### src/rtl/pcdec_pkg.sv
package pcdec_pkg;
  localparam int UREG_N = 12;

  typedef enum logic [3:0] {
    U_RBR = 4'd0, U_THR = 4'd1, U_DLL = 4'd2, U_DLM = 4'd3,
    U_IER = 4'd4, U_IIR = 4'd5, U_FCR = 4'd6, U_LCR = 4'd7,
    U_MCR = 4'd8, U_LSR = 4'd9, U_MSR = 4'd10, U_SCR = 4'd11
  } ureg_e;

  localparam logic [15:0] BASE_A = 16'h03F8;
  localparam logic [15:0] BASE_B = 16'h02F8;
  localparam logic [15:0] BASE_C = 16'h03E8;
  localparam logic [15:0] BASE_D = 16'h02E8;
endpackage

### src/rtl/pcdec_attr.sv
module pcdec_attr #(
  parameter int ADDR_W = 10,
  parameter int CIS_N  = 256,
  parameter int CFG_N  = 8,
  localparam int IDX_W = ADDR_W - 1,
  localparam int CIS_W = $clog2(CIS_N)
) (
  input  logic [ADDR_W-1:0] addr,
  input  logic              en,
  output logic              cis_hit,
  output logic [CIS_W-1:0]  cis_idx,
  output logic [CFG_N-1:0]  cfg_hit
);
  logic [IDX_W-1:0] widx;
  logic             even_ok;

  assign widx    = addr[ADDR_W-1:1];
  assign even_ok = en && !addr[0];
  assign cis_hit = even_ok && (widx < IDX_W'(CIS_N));
  assign cis_idx = cis_hit ? widx[CIS_W-1:0] : '0;

  for (genvar g = 0; g < CFG_N; g++) begin : g_cfg
    assign cfg_hit[g] = even_ok && (widx == IDX_W'(CIS_N + g));
  end
endmodule

### src/rtl/pcdec_io.sv
module pcdec_io
  import pcdec_pkg::*;
#(
  parameter int ADDR_W = 10
) (
  input  logic [ADDR_W-1:0] addr,
  input  logic [1:0]        com_code,
  input  logic              en,
  input  logic              is_rd,
  input  logic              dlab,
  output logic              hit,
  output logic [2:0]        off,
  output logic [UREG_N-1:0] ureg_hit
);
  logic [ADDR_W-1:0] base;
  ureg_e             which;

  always_comb begin
    case (com_code)
      2'd0:    base = ADDR_W'(BASE_A);
      2'd1:    base = ADDR_W'(BASE_B);
      2'd2:    base = ADDR_W'(BASE_C);
      default: base = ADDR_W'(BASE_D);
    endcase
  end

  assign hit = en && ({addr[ADDR_W-1:3], 3'b000} == base);
  assign off = addr[2:0];

  always_comb begin
    case (off)
      3'd0:    which = dlab ? U_DLL : (is_rd ? U_RBR : U_THR);
      3'd1:    which = dlab ? U_DLM : U_IER;
      3'd2:    which = is_rd ? U_IIR : U_FCR;
      3'd3:    which = U_LCR;
      3'd4:    which = U_MCR;
      3'd5:    which = U_LSR;
      3'd6:    which = U_MSR;
      default: which = U_SCR;
    endcase
  end

  always_comb begin
    ureg_hit = '0;
    if (hit) ureg_hit[which] = 1'b1;
  end
endmodule

### src/rtl/pcdec_dlab.sv
module pcdec_dlab #(
  parameter int DATA_W   = 8,
  parameter int DLAB_BIT = 7
) (
  input  logic              clk,
  input  logic              rst,
  input  logic              load,
  input  logic [DATA_W-1:0] wdata,
  output logic              dlab
);
  always_ff @(posedge clk) begin
    if (rst)       dlab <= 1'b0;
    else if (load) dlab <= wdata[DLAB_BIT];
  end
endmodule

### src/rtl/pccard_reg_decode.sv
module pccard_reg_decode
  import pcdec_pkg::*;
#(
  parameter int ADDR_W     = 10,
  parameter int DATA_W     = 8,
  parameter int CIS_N      = 256,
  parameter int CFG_N      = 8,
  parameter int DLAB_BIT   = 7,
  parameter int MCR_RO_BIT = 5,
  localparam int CIS_W     = $clog2(CIS_N)
) (
  input  logic              clk,
  input  logic              rst,
  input  logic [ADDR_W-1:0] host_addr,
  input  logic              host_rd,
  input  logic              host_wr,
  input  logic              space_attr,
  input  logic [1:0]        com_sel,
  input  logic [DATA_W-1:0] host_wdata,
  output logic              cis_sel,
  output logic [CIS_W-1:0]  cis_index,
  output logic [CFG_N-1:0]  cfg_sel,
  output logic [UREG_N-1:0] uart_sel,
  output logic              sel_rd,
  output logic              sel_wr,
  output logic [DATA_W-1:0] wr_keep,
  output logic              dlab
);
  localparam logic [DATA_W-1:0] KEEP_ALL = '1;
  localparam logic [DATA_W-1:0] KEEP_MCR = ~(DATA_W'(1) << MCR_RO_BIT);

  logic              rd_c, wr_c, acc_c;
  logic              a_cis;
  logic [CIS_W-1:0]  a_idx;
  logic [CFG_N-1:0]  a_cfg;
  logic              io_hit;
  logic [2:0]        io_off;
  logic [UREG_N-1:0] io_reg;
  logic              any_hit;
  logic              dlab_load;

  assign rd_c  = host_rd && !host_wr;
  assign wr_c  = host_wr && !host_rd;
  assign acc_c = rd_c || wr_c;

  pcdec_attr #(.ADDR_W(ADDR_W), .CIS_N(CIS_N), .CFG_N(CFG_N)) u_attr (
    .addr    (host_addr),
    .en      (acc_c && space_attr),
    .cis_hit (a_cis),
    .cis_idx (a_idx),
    .cfg_hit (a_cfg)
  );

  pcdec_io #(.ADDR_W(ADDR_W)) u_io (
    .addr     (host_addr),
    .com_code (com_sel),
    .en       (acc_c && !space_attr),
    .is_rd    (rd_c),
    .dlab     (dlab),
    .hit      (io_hit),
    .off      (io_off),
    .ureg_hit (io_reg)
  );

  assign dlab_load = wr_c && io_hit && (io_off == 3'd3);

  pcdec_dlab #(.DATA_W(DATA_W), .DLAB_BIT(DLAB_BIT)) u_dlab (
    .clk   (clk),
    .rst   (rst),
    .load  (dlab_load),
    .wdata (host_wdata),
    .dlab  (dlab)
  );

  assign any_hit = a_cis || (|a_cfg) || io_hit;

  always_ff @(posedge clk) begin
    if (rst) begin
      cis_sel   <= 1'b0;
      cis_index <= '0;
      cfg_sel   <= '0;
      uart_sel  <= '0;
      sel_rd    <= 1'b0;
      sel_wr    <= 1'b0;
      wr_keep   <= KEEP_ALL;
    end else begin
      cis_sel   <= a_cis;
      cis_index <= a_idx;
      cfg_sel   <= a_cfg;
      uart_sel  <= io_reg;
      sel_rd    <= rd_c && any_hit;
      sel_wr    <= wr_c && any_hit;
      wr_keep   <= (wr_c && io_reg[U_MCR]) ? KEEP_MCR : KEEP_ALL;
    end
  end
endmodule

### config.mk
export PLATFORM = sky130hd
export DESIGN_NAME = pccard_reg_decode
export DESIGN_NICKNAME = d
export VERILOG_FILES = /design/src/rtl/pcdec_pkg.sv /design/src/rtl/pcdec_attr.sv /design/src/rtl/pcdec_io.sv /design/src/rtl/pcdec_dlab.sv /design/src/rtl/pccard_reg_decode.sv
export SDC_FILE = /design/constraint.sdc
export NUM_CORES = 1
export LEC_CHECK = 0
export BUFFER_PORTS_ARGS = -buffer_cell sky130_fd_sc_hd__buf_2
export CAP_MARGIN = 5
export CELL_PAD_IN_SITES_DETAIL_PLACEMENT = 1
export CELL_PAD_IN_SITES_GLOBAL_PLACEMENT = 1
export CORE_ASPECT_RATIO = 0.6
export CORE_MARGIN = 2
export CORE_UTILIZATION = 32
export DETAILED_ROUTE_END_ITERATION = 16
export GPL_ROUTABILITY_DRIVEN = 0
export PLACE_DENSITY = 0.85
export SLEW_MARGIN = 40
export SYNTH_ARGS = -nofsm -noshare
export SYNTH_HDL_FRONTEND = slang
export SYNTH_SLANG_ARGS = --single-unit
### constraint.sdc
create_clock -name clk -period 7.2 [get_ports clk]
set_input_delay 1.44 -clock clk [delete_from_list [all_inputs] [get_ports clk]]
set_output_delay 1.44 -clock clk [all_outputs]
set_load 0.05 [all_outputs]
## Word level (Yosys, flattened, before mapping)

Cells that the tools add are included.
Widths: inputs -> output; s select.

- Bits in registers: 40
- Bits in latches: 0
- Memory bits (writable): 0
- Bits in read-only memories: 0
- Input port bits: 25
- Output and inout bits: 40
- Word-level logic and storage cells: 74
- Memories kept: 0

- Add/sub/neg operators: 0
- Multiply operators: 0
- Div/mod/pow operators: 0
- Order comparisons: 3
- Equality and inequality tests: 17
- Shift operators: 0
- Mux-type cells: 10
- Bitwise logic cells: 2
- Reduce and logical (&&, ||, !) cells: 33

Operators with widths:

| kind | number |
|---|---|
| $eq 9x9->1 const B | 8 |
| $pmux 4 s7 | 1 |
| $pmux 9 s3 | 1 |
| $logic_and 1x1->1 | 21 |
| $eq 10x10->1 | 1 |
| $eq 3x3->1 const B | 3 |
| $lt 9x9->1 const B | 1 |
| $mux 9 | 1 |
| $reduce_or 8->1 | 1 |
| $eq 3x2->1 const B | 2 |
| $mux 6 | 1 |
| $lt 4x5->1 const B | 1 |
| $demux 1 s4 | 1 |
| $ge 4x1->1 const B | 1 |
| $logic_not 1->1 | 4 |
| $mux 4 | 1 |
| $reduce_or 2->1 | 2 |
| $eq 3x1->1 const B | 1 |
| $logic_not 3->1 | 1 |
| $logic_or 1x1->1 | 3 |
| $mux 3 | 1 |
| $eq 2x1->1 const B | 1 |
| $eq 2x2->1 const B | 1 |
| $logic_not 2->1 | 1 |
| 3 further kinds | 5 |

## Depth between registers and ports, before layout

Gate-level depths: netlist (run 1).

- Depth after elaboration: 12
- Gate-level depth with buffers: 6
- Depth with buffers taken out: 6

## Cells and area by module

Synthesis (run 1) repeated with hierarchy kept, for this count alone.

- Cells, all modules: 150
- Area total of the unflattened synthesis: 1433.9 um^2

Modules (own cells, without submodules):

| module | times used | cells each | area each (um^2) |
|---|---|---|---|
| pccard_reg_decode | 1 | 88 | 1014.7 |
| pcdec_io | 1 | 35 | 217.7 |
| pcdec_attr | 1 | 24 | 167.7 |
| pcdec_dlab | 1 | 3 | 33.8 |

## Worst setup path after synthesis (run 1)

No wires, ideal clock.

- Path type: input port to flip-flop
- Start: input host_rd
- End: register wr_keep[5]
- Arrival: 3182 ps
- Required time: 7073 ps
- Setup slack: 3891 ps
- Stages on the path: 6
- Buffers on the path: 1
- Cells stage by stage: inv_1 -> ha_1 -> or4_4 -> or4_4 -> buf_6 -> or3_1

- Longest elaborated chain between the ends: 11
- Elaborated cells between the ends (all ways): 18

RTL lines:

| what | line | source |
|---|---|---|
| from (decl) | pccard_reg_decode.sv:15 | `input logic host_rd,` |
| $logic_and 1x1->1 | pccard_reg_decode.sv:42 | `assign rd_c = host_rd && !host_wr;` |
| $mux 1 | pcdec_io.sv:32 | `3'd0: which = dlab ? U_DLL : (is_rd ? U_RBR : U_THR);` |
| $mux 4 | pcdec_io.sv:32 |  |
| $pmux 4 s7 | pcdec_io.sv:31 | `case (off)` |
| $lt 4x5->1 (not written as such) or $ge 4x1->1 (tied branches) | pcdec_io.sv:45 | `if (hit) ureg_hit[which] = 1'b1;` |
| $logic_and 1x1->1 (not written as such) | pcdec_io.sv:45 |  |
| $mux 1 (not written as such) | pcdec_io.sv:45 |  |
| $demux 1 s4 | - |  |
| $mux 9 | pcdec_io.sv:45 |  |
| $logic_and 1x1->1 (*) | pccard_reg_decode.sv:93 | `wr_keep <= (wr_c && io_reg[U_MCR]) ? KEEP_MCR : KEEP_ALL;` |
| $mux 6 (*) | pccard_reg_decode.sv:93 |  |
| to (signal assigned) | pccard_reg_decode.sv:93 |  |
| to (decl) | pccard_reg_decode.sv:26 | `output logic [DATA_W-1:0] wr_keep,` |

Mark *: on every way between the ends. The rest lies on a longest branch, timed or not.
A chain may end at the register's enable or synchronous reset.

## Worst setup path after layout (run 1)

Ends and elaborated chain as after synthesis.

==> summary.md, run 1 <==
| Metric | Value |
|---|---|
| Drt drc | 0 |
| Post-Syn Area | ~0.0011 mm^2 |
| DR pass1 iterations | 4 |
| YS warnings | 0 |
| #FFs+latches synth | 33 |
| Die X | between 70 and 80 um |
| Slowest CP cell | or4_4 |
| WS Path Type | in -> reg |
| Cell count after synthesis | about 110 |
| Vias/cell | 4.39 |
| Clock power frac | roughly 46% |
| # diodes | 0 |
| CP Depth | 6 |
| Max incr delay on CP | about 0.56 ns |
| Most frequent CP cell | or4_4 |
| Clock Path Buffers | 2 |
| Routed WL per cell | approximately 14 um |
| CP Launch Type | input pin |
| Seq/Total Area, Yosys | between 50% and 60% |
| Outcome | finished, final reports clean |
| RSZ-0062 raised after global routing | false |
| CTS Buf Count | 5 |
| # setup viols final | 0 |
| Hold path depth | 2 |
| Clock sinks | 33 |
| Placed Area | about 0.0014 mm^2 |
| Sw Share | between 20% and 30% |
| Post-synth top area share | 59.7% |
| Worst vdd ir | a little under 0.09 mV |
| Commonest cells in the netlist | dfxtp_1 (33), nor2_1 (16), and2_1 (8) |
| Worst Skew | 0.00855 ns |
| Vias | slightly above 900 |
| Design area | between 0.001 and 0.0015 mm^2 |
| Internal power | approximately 0.00030 W |
| CTS H-tree depth | 2 |
| DRT iter0 DRCs | 20 |
| Psw | 0.0000868 W |
| Ys flop type | dfxtp_1 |
| Critical path buffers and inverters | 2 |
| Avg Inst Size Synth | around 10 um^2 |
| Num ports | 65 |
| DIE HEIGHT | roughly 50 um |
| Total track usage | around 15% |
| Multi-input gate area | about 390 um^2 |
| Post-synth EDFFs | 0 |
| Area grow syn2layout | 34.5% |
| Hold Crit Class | reg -> reg |
| CP top delay family | simple AND/OR/NAND/NOR gates |
| Worst path required time | 7.36 ns |
| CP Cell Sequence | buf_2 > inv_1 > ha_1 > or4_4 > or4_4 > or3_1 |
| Fillers | roughly 420 |
| Layout cells sized above 1 | a little under two fifths |
| Critical path data arrival time | approximately 3.3 ns |
| Initial core utilization | 33.7% |
| Reg2reg path depth | 2 |
| Total power | around 0.0004 W |
| Fmax | 0.319 GHz |
| Die ar. | 0.00396 mm^2 |
| Max-slew violations | 0 |
| Yosys cell types | 25 |
| Clock transition at path regs | 0.07 ns |
| Area contributors post-synth | dfxtp_1 (60%), nor2_1 (5.4%), buf_4 (4.7%) |
| Max FO, Critical Path | 8 |
| # port buffers | 50 |
| PwrDens | around 260 mW/mm^2 |
| Placement-stage worst setup slack | around 3.8 ns |
| Post-CTS setup buffer count | 0 |
| Max-cap check violation count | 0 |
| CTS root buffer | clkbuf_8 |
| Crit. End Element | flop |
| Post-CTS Resized | 0 |
| Period utilization | a little over two fifths |
| Post-route setup slack | 4.07 ns |
| Logic gate share of total power | between 7 and 8% |
| Most common cell in the netlist | dfxtp_1 |
| Largest net degree at the start of global routing | 11 |
| Yosys top cell by area | dfxtp_1 |
| First-pass GRT wire length | between 4000 and 5000 um |
| Core Region | between 0.003 and 0.004 mm^2 |
| Leak Pwr | between 0.7 and 0.8 nW |
| Worst hold margin | just over 0.5 ns |
| Skew-Pair Late Insertion Delay | ~0.29 ns |
| Crit path time final | 3.13 ns |
| Vias in the first global route | around 900 |
| Antenna violations before repair | 0 |
| Dpl hpwl | approximately 2200 um |
| CTS tree | done |
| Async S/R FF share, synth | 0% |
| Grt ovf | 0 |
| Setup TNS Final | 0 ns |
| Final WL | between 2000 and 3000 um |
| Nets@finish | 189 |
| Number of core rows | 16 |
| Final hold violation count | 0 |
| Seq pwr share | roughly 47% |
| Flip-flop and latch area | around 660 um^2 |
| # hold bufs at CTS | 0 |
| Routed Antenna Nets | 0 |
## cell usage in the layout, fill, tap and decap left out, drive strengths merged, types with 2 or more instances in the layout
| cell type | Yosys | layout |
|---|---|---|
| buf | 8 | 50 |
| dfxtp | 33 | 33 |
| nor2 | 16 | 16 |
| and2 | 8 | 8 |
| conb | 1 | 7 |
| clkbuf | 0 | 7 |
| inv | 5 | 5 |
| nor3 | 5 | 5 |
| nand2 | 4 | 4 |
| or4 | 4 | 4 |
| nand2b | 3 | 3 |
| or3 | 3 | 3 |
| a21oi | 3 | 3 |
| nand3 | 2 | 2 |
| xor2 | 2 | 2 |
| ha | 2 | 2 |
| or4b | 2 | 2 |
## tightest hold or removal path: cells and delay by family (launching register included)
| family | cells | cell delay, ns |
|---|---|---|
| flip-flops | 1 | 0.34 |
| AO/OA/AOI/OAI | 2 | 0.13 |
## power groups by stage
stage                     registers (W)  logic [W]  clock network [W]
after floorplan                0.000190  0.0000173                  0
after global placement         0.000187  0.0000266                  0
after detailed placement       0.000188  0.0000273                  0
after CTS                      0.000183  0.0000276           0.000179
after global routing           0.000183  0.0000297           0.000187
final                          0.000183  0.0000276           0.000179
## worst paths after layout
kind | from | end | slack, ns
max reg2reg | u_dlab.dlab | uart_sel[0] | 6.23
max | host_rd | wr_keep[5] | 4.07
min reg2reg | u_dlab.dlab | u_dlab.dlab | 0.51
min | u_dlab.dlab | u_dlab.dlab | 0.51
## state kept, by name, indices dropped and copies added, names as in the netlist
signal       cells
cis_sel          1
uart_sel        12
sel_rd           1
u_dlab.dlab      1
cis_index        8
sel_wr           1
cfg_sel          8
wr_keep          1
## cell families (layout without fill, tap and decap cells)
| family | after synthesis | count (layout) | share of synthesized area, % |
|---|---|---|---|
| AND/OR/NAND/NOR | 51 | 51 | 26.2 |
| flip-flops | 33 | 33 | 59.7 |
| XOR/XNOR | 2 | 2 | 1.58 |
| buffers and inverters | 13 | 63 | 7.46 |
| other | 1 | 7 | 0.339 |
| adder cells (fa/ha/maj) | 2 | 2 | 2.26 |
| AO/OA/AOI/OAI | 5 | 5 | 2.49 |
## stage by stage
stage | instances | utilization [%]
final | 208 | 45.4
after floorplan | 113 | -
after global placement | 200 | 41.8
after global routing | 208 | 45.4
after CTS | 208 | 45.4
after detailed placement | 200 | 41.8
## routing by layer
| metal | GRT usage, % | part of all wire, % | routed length (um) |
|---|---|---|---|
| met5 | 0 | 0 | 0 |
| met1 | 17.1 | 45 | 1290 |
| met4 | 7.63 | 2.8 | 80 |
| met2 | 24.7 | 45 | 1280 |
| met3 | 5.68 | 6.5 | 183 |
## layout make-up
| cell class | count | area share (%) |
|---|---|---|
| sequential | 33 | 44.4 |
| multi-input combinational | 67 | 26.0 |
| timing repair buffer | 50 | 16.8 |
| clock buffer | 7 | 5.80 |
| tap | 45 | 3.78 |
| clock inverter | 1 | 2.02 |
| inverter | 5 | 1.26 |
Note: power is estimated with default switching activity, not from simulation.
==> run 2: changes to the inputs <==
--- a/config.mk
+++ b/config.mk
@@ -11,10 +11,10 @@
 export CELL_PAD_IN_SITES_GLOBAL_PLACEMENT = 1
 export CORE_ASPECT_RATIO = 0.6
 export CORE_MARGIN = 2
-export CORE_UTILIZATION = 32
+export CORE_UTILIZATION = 30
 export DETAILED_ROUTE_END_ITERATION = 16
 export GPL_ROUTABILITY_DRIVEN = 0
-export PLACE_DENSITY = 0.85
+export PLACE_DENSITY = 0.81
 export SLEW_MARGIN = 40
 export SYNTH_ARGS = -nofsm -noshare
 export SYNTH_HDL_FRONTEND = slang
==> constraint.sdc (replaced) <==
create_clock -name clk -period 3.1 [get_ports clk]
set_input_delay 0.62 -clock clk [delete_from_list [all_inputs] [get_ports clk]]
set_output_delay 0.62 -clock clk [all_outputs]
set_load 0.05 [all_outputs]
==> summary.md, run 2 (synthesized netlist as in run 1, its figures left out) <==
| Metric | Value |
|---|---|
| Outcome | finished, final reports clean (unchanged) |
| Max-slew violations | 0 (unchanged) |
| Clock sinks | 33 (unchanged) |
| Total power | 0.000791 W (was 0.000390 W) |
| Drt drc | 0 (unchanged) |
| Hold Crit Class | reg -> reg (unchanged) |
| Psw | 0.000194 W (was 0.0000868 W) |
| Clock power frac | 38.0% (was 45.9%) |
| Most frequent CP cell | or4_4 (unchanged) |
| Vias in the first global route | 924 (was 902) |
| Initial core utilization | 30.8% (was 33.7%) |
| Setup TNS Final | 0 ns (unchanged) |
| Leading cell type in the layout, fill and taps excluded | buf_2 (unchanged) |
| Worst path required time | 3.25 ns (was 7.36 ns) |
| PwrDens | 542 mW/mm^2 (was 262 mW/mm^2) |
| Biggest regs | uart_sel (12), cfg_sel (8), cis_index (8) (unchanged) |
| CP Cell Sequence | buf_2 > inv_1 > ha_1 > or4_4 > or4_4 > or3_1 (unchanged) |
| # diodes | 0 (unchanged) |
| Routed WL per cell | 12.4 um (was 13.6 um) |
| Placed Area | 0.00138 mm^2 (was 0.00137 mm^2) |
| Post-CTS setup buffer count | 0 (unchanged) |
| Final hold violation count | 0 (unchanged) |
| Grt ovf | 0 (unchanged) |
| Antenna violations before repair | 0 (unchanged) |
| Largest Register | uart_sel (unchanged) |
| # port buffers | 50 (unchanged) |
| Die X | 82.4 um (was 79.9 um) |
| Final WL | 2610 um (was 2830 um) |
| Vias | 907 (was 913) |
| Skew-Pair Late Insertion Delay | 0.27 ns (was 0.29 ns) |
| # setup viols final | 0 (unchanged) |
| DR pass1 iterations | 4 (unchanged) |
| Largest net degree at the start of global routing | 11 (unchanged) |
| Fmax | around 0.43 GHz |
| Total track usage | 13.7% (was 15.0%) |
| Design area | 0.00146 mm^2 (was 0.00149 mm^2) |
| CTS H-tree depth | 2 (unchanged) |
| # hold bufs at CTS | 0 (unchanged) |
| Layout cells sized above 1 | 36.8% (unchanged) |
| Max reg flops | 12 (unchanged) |
| Core Region | 0.00359 mm^2 (was 0.00328 mm^2) |
| Max incr delay on CP | 0.56 ns (about the same) |
| Period utilization | between 70% and 80% |
| RSZ-0062 raised after global routing | false (unchanged) |
| Routed Antenna Nets | 0 (unchanged) |
| CTS tree | done (unchanged) |
| Worst vdd ir | 0.235 mV (was 0.0871 mV) |
| CTS root buffer | clkbuf_8 (unchanged) |
| Vias/cell | 4.32 (was 4.39) |
| WS Path Type | in -> reg (unchanged) |
| DRT iter0 DRCs | 18 (was 20) |
| DIE HEIGHT | 51.1 um (was 49.6 um) |
| Max FO, Critical Path | 8 (unchanged) |
| First-pass GRT wire length | 4300 um (was 4230 um) |
| CTS Buf Count | 5 (unchanged) |
| Crit path time final | 2.32 ns |
| Post-CTS Resized | 0 (unchanged) |
| Dpl hpwl | 2150 um (was 2210 um) |
| Critical path data arrival time | 2.47 ns (was 3.29 ns) |
| Clock transition at path regs | 0.06 ns (was 0.07 ns) |
| Number of core rows | 17 (was 16) |
| Internal power | 0.000597 W (was 0.000303 W) |
| Die ar. | 0.00421 mm^2 (was 0.00396 mm^2) |
| Worst hold margin | 0.503 ns (was 0.509 ns) |
| Slowest CP cell | or4_4 (unchanged) |
| Nets@finish | 189 (unchanged) |
| Max-cap check violation count | 0 (unchanged) |
| Clock Path Buffers | 2 (unchanged) |
| Area grow syn2layout | 31.6% (was 34.5%) |
| Worst Skew | 0.00386 ns (was 0.00855 ns) |
| Seq pwr share | 53.9% (was 47.1%) |
| Num ports | 65 (unchanged) |
| Crit. End Element | flop (unchanged) |
| Sw Share | 24.5% (was 22.3%) |
| Commonest non-fill, non-tap cells in the layout | buf_2 (50), dfxtp_1 (33), nor2_1 (16), and2_1 (8), conb_1 (7) (unchanged) |
| Leak Pwr | 0.712 nW (was 0.726 nW) |
| Logic gate share of total power | 8.1% (was 7.1%) |
| CP Launch Type | input pin (unchanged) |
-- run 2: routing by layer --
| metal | GRT usage (%) | routed length, um | share of wire (%) | vias to the layer above |
|---|---|---|---|---|
| met2 | 21.9 | 1180 | 45 | 41 |
| met3 | 4.24 | 230 | 8.8 | 5 |
| met4 | 6.67 | 44 | 1.7 | 0 |
| met1 | 16.7 | 1150 | 44 | 413 |
| met5 | 0 | 0 | 0 | - |
| li1 | - | - | - | 448 |
-- run 2: worst paths after layout --
check,depth (start not counted),startpoint,endpoint,slack (ns)
max,6,host_rd,wr_keep[5],0.78
max reg2reg,2,u_dlab.dlab,uart_sel[0],2.09
min reg2reg,2,u_dlab.dlab,uart_sel[2],0.50
min,2,u_dlab.dlab,uart_sel[2],0.50
-- run 2: area by class of cell --
| class | count | area, um^2 |
|---|---|---|
| clock buffers | 6 | 72.6 |
| clock inverters | 2 | 10.0 |
| fillers | 430 | 2140 |
| inverters | 5 | 18.8 |
| multi-input cells | 67 | 387 |
| flip-flops and latches | 33 | 661 |
| well taps | 47 | 58.8 |
| repair buffers | 50 | 250 |
-- run 2: per-stage QoR --
step                      setup WS [ns]  cells  utilization, %
final                             0.782    210            40.5
after global routing              0.707    210            40.5
after CTS                         0.790    210            40.5
after detailed placement          0.499    202            38.3
after global placement            0.520    202            38.3
after floorplan                   0.611    113               -
-- run 2: power by group through the flow --
stage | logic [W] | registers (W) | clock network [W]
2_1_floorplan | 0.0000402 | 0.000442 | 0
3_3_place_gp | 0.0000617 | 0.000435 | 0
3_5_place_dp | 0.0000635 | 0.000436 | 0
4_1_cts | 0.0000637 | 0.000426 | 0.000309
5_1_grt | 0.0000698 | 0.000426 | 0.000333
6_report | 0.0000639 | 0.000426 | 0.000301
-- run 2: critical path: cells and delay by family --
kind                     cells  cell delay [ns]
buffers and inverters        2             0.13
AND/OR/NAND/NOR              3             1.42
adder cells (fa/ha/maj)      1             0.29
